<file path="src/rtl/wsched_pkg.sv">
package wsched_pkg;

  typedef enum logic {
    MODE_SINGLE = 1'b0,
    MODE_PAIRED = 1'b1
  } issueMode_e;

  // strobes from control to datapath
  typedef struct packed {
    logic pairMode;
    logic holdA;
    logic holdB;
  } schedStrobe_t;

endpackage

</file>
<file path="src/rtl/wsched_oldest_pick.sv">
module wsched_oldest_pick #(
  parameter int NUM_WARPS = 8,
  parameter int AGE_W     = 8
) (
  input  logic [NUM_WARPS-1:0]       candMask,
  input  logic [NUM_WARPS*AGE_W-1:0] ageStamps,
  output logic [NUM_WARPS-1:0]       pickOneHot,
  output logic                       pickAny
);

  localparam int IDX_W = (NUM_WARPS > 1) ? $clog2(NUM_WARPS) : 1;

  logic [AGE_W-1:0] bestAge;
  logic [IDX_W-1:0] bestIdx;
  logic             found;

  // strict less-than keeps the lowest index on equal stamps
  always_comb begin
    found   = 1'b0;
    bestAge = '1;
    bestIdx = '0;
    for (int i = 0; i < NUM_WARPS; i++) begin
      if (candMask[i] && (!found || (ageStamps[i*AGE_W +: AGE_W] < bestAge))) begin
        found   = 1'b1;
        bestAge = ageStamps[i*AGE_W +: AGE_W];
        bestIdx = IDX_W'(i);
      end
    end
  end

  always_comb begin
    pickOneHot = '0;
    if (found) pickOneHot[bestIdx] = 1'b1;
  end

  assign pickAny = found;

endmodule

</file>
<file path="src/rtl/wsched_datapath.sv">
module wsched_datapath
  import wsched_pkg::*;
#(
  parameter int NUM_WARPS = 8,
  parameter int AGE_W     = 8,
  localparam int IDX_W    = (NUM_WARPS > 1) ? $clog2(NUM_WARPS) : 1
) (
  input  logic                       clk,
  input  logic                       rstN,
  input  schedStrobe_t               strobe,
  input  logic [IDX_W-1:0]           lastIdxA,
  input  logic [IDX_W-1:0]           lastIdxB,
  input  logic [NUM_WARPS-1:0]       headValid,
  input  logic [NUM_WARPS-1:0]       headReady,
  input  logic [NUM_WARPS*AGE_W-1:0] ageStamps,
  output logic [NUM_WARPS-1:0]       eligible,
  output logic [NUM_WARPS-1:0]       grantA,
  output logic [NUM_WARPS-1:0]       grantB,
  output logic                       issueA,
  output logic                       issueB
);

  localparam logic [NUM_WARPS-1:0] WARP_ONE = NUM_WARPS'(1);

  logic [NUM_WARPS-1:0] oddMask;
  logic [NUM_WARPS-1:0] candA, candB;
  logic [NUM_WARPS-1:0] pickA, pickB;
  logic                 anyA, anyB;

  for (genvar g = 0; g < NUM_WARPS; g++) begin : gParity
    assign oddMask[g] = (g % 2) == 1;
  end

  assign eligible = headValid & headReady;

  always_comb begin
    if (strobe.pairMode) begin
      candA = eligible & ~oddMask;
      candB = eligible & oddMask;
    end else begin
      candA = eligible;
      candB = '0;
    end
  end

  wsched_oldest_pick #(.NUM_WARPS(NUM_WARPS), .AGE_W(AGE_W)) uPickA (
    .candMask(candA), .ageStamps(ageStamps), .pickOneHot(pickA), .pickAny(anyA)
  );

  wsched_oldest_pick #(.NUM_WARPS(NUM_WARPS), .AGE_W(AGE_W)) uPickB (
    .candMask(candB), .ageStamps(ageStamps), .pickOneHot(pickB), .pickAny(anyB)
  );

  assign grantA = strobe.holdA ? (WARP_ONE << lastIdxA) : pickA;
  assign grantB = strobe.holdB ? (WARP_ONE << lastIdxB) : pickB;
  assign issueA = strobe.holdA | anyA;
  assign issueB = strobe.holdB | anyB;


  grant_elig_chk: assert property (@(posedge clk) disable iff (!rstN)
    ((grantA | grantB) & ~eligible) == '0);


  grant_onehot_chk: assert property (@(posedge clk) disable iff (!rstN)
    $onehot0(grantA) && $onehot0(grantB) && (issueA == (grantA != '0)) && (issueB == (grantB != '0)));


  single_lane_chk: assert property (@(posedge clk) disable iff (!rstN)
    !strobe.pairMode |-> (!issueB && grantB == '0));


  parity_chk: assert property (@(posedge clk) disable iff (!rstN)
    strobe.pairMode |-> (((grantA & oddMask) == '0) && ((grantB & ~oddMask) == '0)));


  hold_chk: assert property (@(posedge clk) disable iff (!rstN)
    strobe.holdA |-> grantA[lastIdxA]);


  idle_chk: assert property (@(posedge clk) disable iff (!rstN)
    (eligible == '0) |-> (!issueA && !issueB));

endmodule

</file>
<file path="src/rtl/wsched_control.sv">
module wsched_control
  import wsched_pkg::*;
#(
  parameter int NUM_WARPS = 8,
  localparam int IDX_W    = (NUM_WARPS > 1) ? $clog2(NUM_WARPS) : 1
) (
  input  logic                 clk,
  input  logic                 rstN,
  input  logic                 pairModeIn,
  input  logic [NUM_WARPS-1:0] eligible,
  input  logic [NUM_WARPS-1:0] grantA,
  input  logic [NUM_WARPS-1:0] grantB,
  input  logic                 issueA,
  input  logic                 issueB,
  output schedStrobe_t         strobe,
  output logic [IDX_W-1:0]     lastIdxA,
  output logic [IDX_W-1:0]     lastIdxB
);

  issueMode_e mode;
  logic       lastValidA, lastValidB;

  function automatic logic [IDX_W-1:0] idxOf(input logic [NUM_WARPS-1:0] vec);
    logic [IDX_W-1:0] r;
    r = '0;
    for (int i = 0; i < NUM_WARPS; i++) begin
      if (vec[i]) r = IDX_W'(i);
    end
    return r;
  endfunction

  assign mode = issueMode_e'(pairModeIn);

  always_comb begin
    strobe.pairMode = (mode == MODE_PAIRED);
    strobe.holdA    = lastValidA && eligible[lastIdxA] &&
                      ((mode == MODE_SINGLE) || !lastIdxA[0]);
    strobe.holdB    = (mode == MODE_PAIRED) && lastValidB &&
                      eligible[lastIdxB] && lastIdxB[0];
  end

  always_ff @(posedge clk or negedge rstN) begin
    if (!rstN) begin
      lastValidA <= 1'b0;
      lastIdxA   <= '0;
    end else if (issueA) begin
      lastValidA <= 1'b1;
      lastIdxA   <= idxOf(grantA);
    end
  end

  always_ff @(posedge clk or negedge rstN) begin
    if (!rstN) begin
      lastValidB <= 1'b0;
      lastIdxB   <= '0;
    end else if (issueB) begin
      lastValidB <= 1'b1;
      lastIdxB   <= idxOf(grantB);
    end
  end


  history_load_chk: assert property (@(posedge clk) disable iff (!rstN)
    issueA |=> (lastValidA && (lastIdxA == idxOf($past(grantA)))));


  history_keep_chk: assert property (@(posedge clk) disable iff (!rstN)
    !issueB |=> $stable(lastIdxB));

endmodule

</file>
<file path="src/rtl/warp_issue_sched.sv">
module warp_issue_sched
  import wsched_pkg::*;
#(
  parameter int NUM_WARPS = 8,
  parameter int AGE_W     = 8
) (
  input  logic                       clk,
  input  logic                       rstN,
  input  logic                       pairMode,
  input  logic [NUM_WARPS-1:0]       headValid,
  input  logic [NUM_WARPS-1:0]       headReady,
  input  logic [NUM_WARPS*AGE_W-1:0] ageStamps,
  output logic [NUM_WARPS-1:0]       grantA,
  output logic [NUM_WARPS-1:0]       grantB,
  output logic                       issueA,
  output logic                       issueB
);

  localparam int IDX_W = (NUM_WARPS > 1) ? $clog2(NUM_WARPS) : 1;

  schedStrobe_t         strobe;
  logic [IDX_W-1:0]     lastIdxA, lastIdxB;
  logic [NUM_WARPS-1:0] eligible;

  wsched_control #(.NUM_WARPS(NUM_WARPS)) uCtrl (
    .clk(clk), .rstN(rstN), .pairModeIn(pairMode), .eligible(eligible),
    .grantA(grantA), .grantB(grantB), .issueA(issueA), .issueB(issueB),
    .strobe(strobe), .lastIdxA(lastIdxA), .lastIdxB(lastIdxB)
  );

  wsched_datapath #(.NUM_WARPS(NUM_WARPS), .AGE_W(AGE_W)) uData (
    .clk(clk), .rstN(rstN), .strobe(strobe), .lastIdxA(lastIdxA), .lastIdxB(lastIdxB),
    .headValid(headValid), .headReady(headReady), .ageStamps(ageStamps),
    .eligible(eligible), .grantA(grantA), .grantB(grantB),
    .issueA(issueA), .issueB(issueB)
  );

endmodule

</file>
<file path="config.mk">
export PLATFORM = sky130hd
export DESIGN_NAME = warp_issue_sched
export DESIGN_NICKNAME = d
export VERILOG_FILES = /design/src/rtl/wsched_pkg.sv /design/src/rtl/wsched_oldest_pick.sv /design/src/rtl/wsched_datapath.sv /design/src/rtl/wsched_control.sv /design/src/rtl/warp_issue_sched.sv
export SDC_FILE = /design/constraint.sdc
export NUM_CORES = 1
export LEC_CHECK = 0
export BUFFER_PORTS_ARGS = -buffer_cell sky130_fd_sc_hd__clkbuf_2
export CORE_ASPECT_RATIO = 1.75
export CORE_MARGIN = 4
export CORE_UTILIZATION = 43
export DETAILED_ROUTE_END_ITERATION = 7
export GPL_ROUTABILITY_DRIVEN = 0
export GPL_TIMING_DRIVEN = 1
export PLACE_DENSITY_LB_ADDON = 0.25
export SLEW_MARGIN = 20
export SYNTH_ARGS = -nofsm -noshare
export SYNTH_HDL_FRONTEND = slang
export SYNTH_SLANG_ARGS = --single-unit
</file>
<file path="constraint.sdc">
create_clock -name clk -period 56.6 [get_ports clk]
set_input_delay 8.49 -clock clk [delete_from_list [all_inputs] [get_ports clk]]
set_output_delay 8.49 -clock clk [all_outputs]
set_load 0.03 [all_outputs]
</file>
# Word level (Yosys, flattened, before mapping)
# Index checks and enable logic that the tools add are counted.
totals:
  ff_bits: 8
  in_bits: 83
  out_inout_bits: 18
  wordCells: 153
classes:
  n_lt_le_gt_ge: 20
  shifts: 2
  n_mux: 72
  bitwise: 4
  n_reduce_logical: 51
ops:
  columns: ["cell", "count"]
  rows:
  - ["8-bit 2-to-1 mux", 20]
  - ["8-bit < comparator", 14]
  - ["3-bit 2-to-1 mux", 20]
  - ["1-bit 2-to-1 mux", 24]
  - ["1-bit logical AND", 21]
  - ["3-bit by 4-bit < comparator with 1-bit output, second input constant", 4]
  - ["1-bit by 3-bit left shift with 8-bit output, first input constant", 2]
  - ["1-bit zero test", 15]
  - ["1-bit logical OR", 15]
  - ["8-bit bitwise AND", 1]
  - ["2-bit 2-to-1 mux", 4]
  - ["1-bit binary-select mux with 3-bit select", 2]
  - ["1-bit demux with 3-bit select", 2]
  - ["3-bit by 1-bit >= comparator with 1-bit output, second input constant", 2]
  - ["1-bit OR", 2]
  - ["1-bit NOT", 1]

# Depth between registers and ports, before layout
depth:
  word_depth: 44
  mapped_depth: 82
  ltp_nobuf: 75

# Cells and area by module
# Synthesis repeated with hierarchy kept, for this count alone.
unflattened:
  hier_cells: 819
  hier_area_um2: 5674.2
modules_own_cells:
  columns: ["mod", "n_inst", "cells_each", "area_each_um2", "seq_area_each_um2"]
  rows:
  - ["wsched_oldest_pick (uData.uPickB)", 1, 367, 2431.1, 0.0]
  - ["wsched_oldest_pick (uData.uPickA)", 1, 332, 2333.5, 0.0]
  - ["wsched_control", 1, 53, 473.0, 200.2]
  - ["wsched_datapath", 1, 67, 436.7, 0.0]

# Worst setup path before layout
# OpenSTA, ideal clock, no wires.
synth_timing:
  path_type: "input-to-output"
  from: "input port headValid[0]"
  to: "output port grantA[7]"
  arrival_time_ns: 22.246
  path_slack_ns: 25.864
  cell_stages: 77
  path_buffers: 8
  cell_sequence: "nand2_2 -> buf_6 -> nor2_1 -> ha_1 -> nand4_1 -> a211o_1 -> o211ai_2 -> nand2b_1 -> clkbuf_1 -> nor2_1 -> a21oi_1 -> inv_1 -> ha_1 -> a21oi_1 -> o21ai_0 -> o311a_1 -> a31oi_1 -> and3_1 -> [41 not listed] -> nor2_1 -> nand3_1 -> a211o_1 -> o31a_1 -> nand2_1 -> clkbuf_1 -> nor2_1 -> a21oi_1 -> ha_1 -> and4_1 -> a2111oi_0 -> o21ai_0 -> o21ai_0 -> a21boi_0 -> nand3_1 -> o211ai_1 -> a21oi_1 -> o21ai_0"
synth_via:
  elab_chain_cells: 37
  elab_cells_between_ends: 63
  cone_classes: "9 x order compare; 29 x mux; 1 x bitwise; 24 x reduce/logical"
synth_lines:
  columns: ["item", "line", "rtl"]
  rows:
  - ["from (decl)", "warp_issue_sched.sv:10", "input logic [NUM_WARPS-1:0] headValid,"]
  - ["8-bit bitwise AND (*)", "wsched_datapath.sv:34", "assign eligible = headValid & headReady;"]
  - ["8-bit 2-to-1 mux", "wsched_datapath.sv:37", "if (strobe.pairMode) begin"]
  - ["8-bit 2-to-1 mux or 1-bit 2-to-1 mux (tied branches)", "wsched_oldest_pick.sv:23", "if (candMask[i] && (!found || (ageStamps[i*AGE_W +: AGE_W] < bestAge))) begin"]
  - ["8-bit < comparator or 1-bit zero test (tied branches)", "wsched_oldest_pick.sv:23", null]
  - ["1-bit logical OR", "wsched_oldest_pick.sv:23", null]
  - ["1-bit logical AND", "wsched_oldest_pick.sv:23", null]
  - ["8-bit 2-to-1 mux or 1-bit 2-to-1 mux (tied branches)", "wsched_oldest_pick.sv:23", null]
  - ["8-bit < comparator or 1-bit zero test (tied branches)", "wsched_oldest_pick.sv:23", null]
  - ["[21 not listed]", null, null]
  - ["1-bit logical AND", "wsched_oldest_pick.sv:23", null]
  - ["3-bit 2-to-1 mux", "wsched_oldest_pick.sv:23", null]
  - ["3-bit by 4-bit < comparator with 1-bit output (not written as such) or 3-bit by 1-bit >= comparator with 1-bit output (tied branches)", "wsched_oldest_pick.sv:33", "if (found) pickOneHot[bestIdx] = 1'b1;"]
  - ["1-bit logical AND (not written as such)", "wsched_oldest_pick.sv:33", null]
  - ["1-bit 2-to-1 mux (not written as such)", "wsched_oldest_pick.sv:33", null]
  - ["1-bit demux with 3-bit select", "wsched_oldest_pick.sv:33", null]
  - ["8-bit 2-to-1 mux", "wsched_oldest_pick.sv:33", null]
  - ["8-bit 2-to-1 mux (*)", "wsched_datapath.sv:54", "assign grantA = strobe.holdA ? (WARP_ONE << lastIdxA) : pickA;"]
  - ["to (decl)", "warp_issue_sched.sv:13", "output logic [NUM_WARPS-1:0] grantA,"]
# Mark *: on every way between the ends. The rest lies on a longest branch, timed or not. The select of a mux whose other input is x is not followed.

# Final worst setup path
# Ends and elaborated chain as after synthesis.

==> out/results.env <==
OUTCOME='finished, final reports clean'
AREA_GROWTH_SYN_TO_FIN_PCT=16.1
CLOCK_SINK_COUNT=8
FINAL_COMMON_CELL='clkbuf_2'
DRIVE_GT1_SHARE_PCT=20.9
VIA_PER_INST=6.04
CP_MAX_FO=17
CORE_AREA_UM2=8670
POWER_LEAKAGE_uW=0.00232
SYNTH_ENABLE_FLOP_CELLS=0
RELSLEWSLACK_PCT=44.0
DESIGN.PORTCOUNT=101
DP_CELLS=745
YOSYSUNIQUECELLTYPES=80
VDD_DROP_MAX_uV=16.4
FIRST_PASS_GRT_WIRE_LENGTH_UM=21000
HOLD_VIOL_FINAL=0
WORST_SETUP_PATH_START_KIND='input pin'
DIE_W_UM=79.1
FIRST_GLOBAL_VIAS=4483
MET2ROUTEDLENGTH_UM=7140
OVERFLOW=0
MAXCAPVIOLCOUNT=0
CTS_HOLD_REPAIR.BUFFERS=0
MIN_PERIOD_PS=32580
ROUTE.DETAILED.DRC=0
SYNTH_SEQUENTIAL_AREA_RATIO_PCT=5.26
WORSTHOLDPATHTYPE='reg -> reg'
NUM_ANTENNA_CELLS=0
DETAIL_ROUTE.ITER0.VIOLATIONS=303
FRACTION_OF_SYNTHESIZED_CELL_AREA_TAKEN_BY_THE_TOP_AREA_CELL_TYPE_PCT=19.7
ROUTE.TOP_LAYER_USED='met4'
PATH_COMMON_CELL='o21ai_0'
DESIGN.DIE.AREA_UM2=10500
REMAINING_ANTENNA_VIOLATION_COUNT=0
MET1_LENGTH_UM=4830
SETUP_VIOLATIONS=0
AVGROUTEDWIREPERCELL_UM=17.9
DIEHEIGHT_UM=132
FIN_WORST_SKEW_PS=0.241
NETLIST_TOP_CELLS_AREA='ha_1 (20%), o21ai_0 (6.6%), nand2_1 (6.1%), nor2_1 (5.6%), dfrtp_1 (5.3%)'
CLOCK_INSERTION_DELAY_WORST_SKEW_PS=230
DRT_WL_TOTAL_UM=13400
POST-PLACE-WS_PS=24180
MAX-CLOCK-PATH-BUFFERS=2
YOSYS_REGISTER_BITS=8
CRITICAL-PATH-TOP-DELAY-FAMILY='compound AO/OA/AOI/OAI gates'
FILLERINSTANCES=926
POWERDENSITY_nW_PER_UM2=18.7
INITIAL_UTILIZATION_PCT=43.9
MAXIMUM_NUMBER_OF_PINS_ON_ONE_NET_BEFORE_GLOBAL_ROUTE_REPAIR=18
NETLIST_AREA_UM2=3810
SYNTH_TOP_FLOP_CELL='dfrtp_1'
CRITICAL_PATH.N_BUFFERS_INVERTERS=7
CTS.HTREE.LEVELS=1
NUMBER_OF_BUFFERS_ADDED_BY_THE_CLOCK_TREE_SYNTHESIS_STEP=3
WORSTPATHARRIVAL_PS=24090
TRANSITION_TIME_OF_THE_TIGHTEST_SLEW_CHECK_PIN_PS=819
POST-CTS-SETUP-BUFFERS=0
SHARE_OF_FLIP_FLOPS_WITH_AN_ASYNCHRONOUS_SET_OR_RESET_PCT=100
SYNTHESIS.INSTANCES=548
TRACK_USAGE_PCT=25.0
DRT_PRE_ANTENNA_ITERS=5
FINAL-MAX-SLEW-VIOLATION-COUNT=0
YOSYS_WARNINGS=0
FINALCRITPERIODSHARE_PCT=57.6
WORST_SLACK_PS=24020
FIN_CELLS=748
YOSYSTOPAREACELL='ha_1'
CTS.ROOT.BUFFER_CELL='clkbuf_16'
COMBINED_AREA_OF_THE_MULTI_INPUT_LOGIC_CELLS_UM2=3370
CPMAXSTAGEDELAYCELL='or4b_1'
DESIGN.FINAL.NETS=776
WL_MET3_UM=650
WORST-SETUP-PATH-TYPE='in -> out'
SYN_AREA_PER_CELL_UM2=6.95
COMMONEST_CELLS_AFTER_ROUTING_FILL_AND_TAPS_ASIDE='clkbuf_2 (96), nand2_1 (62), ha_1 (60), nor2_1 (57), o21ai_0 (50)'
REGAREA_UM2=200
CAPTURING_ELEMENT_TYPE_OF_THE_CRITICAL_PATH='primary output'
PATH_CLK_SLEW_PS=40
TIMING.FMAX_MHz=30.7
RSZ0062_AT_GRT='no'
ROUTED-VIA-COUNT=4518
SETUP_TOTAL_NEGATIVE_SLACK_PS=0
CLOCK_TREE_FROM_TRITONCTS='done'
DP_WIRELENGTH_UM=11600
POST_CTS_RESIZE_COUNT=0
ROWS=45
BUFFER_PORTS.INSERTED=96
CRITPATHREQUIREDTIME_PS=48110
TIMING.CRITICAL_PATH.SLOWEST_CELL_DELAY_PS=730
GRT_ANTENNA_BEFORE_REPAIR=0
[Yosys cell counts (5+ instances only)]
master    instances
dfrtp_1           8
a211oi_1          7
a21o_1           23
o21a_1           11
mux2i_1           8
nor3_1           10
nand4_1           8
o21ai_0          50
nand2_1          62
and2_1            5
nand3b_1          5
a21oi_1          34
a31oi_1           5
inv_1            37
nor2_1           57
or2_2             7
nand2b_1          5
ha_1             60
nand3_1          17
o211ai_1          6
clkbuf_1         12
[worst reg2reg max path: cells and delay by family (launching register included)]
| kind | cells | cell delay, ps |
|---|---|---|
| flip-flops | 1 | 580 |
| AO/OA/AOI/OAI | 3 | 760 |
| multiplexers | 1 | 580 |
| AND/OR/NAND/NOR | 4 | 780 |
[final timing paths]
kind                                        start                 to  slack [ps]  cells past startpoint
worst min-delay path             uCtrl.lastValidA   uCtrl.lastValidA         480                      1
min in group asynchronous                    rstN   uCtrl.lastValidA        8100                      1
max in group asynchronous                    rstN  uCtrl.lastIdxB[0]       48330                      1
worst min register to register   uCtrl.lastValidA   uCtrl.lastValidA         480                      1
worst max-delay path                 headValid[0]          grantA[7]       24020                     68
worst max register to register  uCtrl.lastIdxA[0]  uCtrl.lastIdxA[0]       53780                      8
[through the flow]
stage	total power [uW]	hold slack [ps]	utilization (%)	cell area [um^2]
after floorplan	53.4	431	-	3820
after global routing	90.6	491	51.0	4420
after detailed placement	70.6	467	50.1	4350
final	82.8	483	51.0	4420
after global placement	69.3	464	50.1	4350
after CTS	82.7	481	51.0	4420
[sequential cells by signal, summed over array words and instances (netlist names)]
signal / cells
uCtrl.lastIdxA: 3
uCtrl.lastValidB: 1
uCtrl.lastValidA: 1
uCtrl.lastIdxB: 3
[cell families (layout without fill, tap and decap cells)]
kind of cell               count (synthesis)  count (layout)  share of synthesized area [%]
adders and majority gates                 64              64                           20.8
DFF                                        8               8                           5.26
other                                      1               4                         0.0985
xor gates and xnor gates                   2               2                          0.460
AOI/OAI and AO/OA                        195             195                           35.8
muxes                                     14              14                           4.76
and+or+nand+nor                          207             207                           26.4
buffers and inverters                     57             137                           6.47
[report_power, final]
group	total, uW	switching, uW	internal (uW)
Sequential	10.5	3.29	7.18
Combinational	60.6	36.3	24.3
Clock	11.7	2.58	9.09
Total	82.8	42.2	40.6
[routing by layer]
layer	vias up	track usage, %
met2	183	47.1
met3	55	2.38
met4	0	14.4
met1	2060	25.8
met5	-	0
li1	2220	-
[layout make-up]
type                            instances  share of cell area, %
Multi-Input combinational cell        486                   76.3
Timing Repair Buffer                   97                   11.0
Sequential cell                         8                   4.53
Tap cell                              117                   3.31
Inverter                               37                   3.14
Clock buffer                            3                   1.70
No activity file was read; power rests on OpenSTA's default activity.
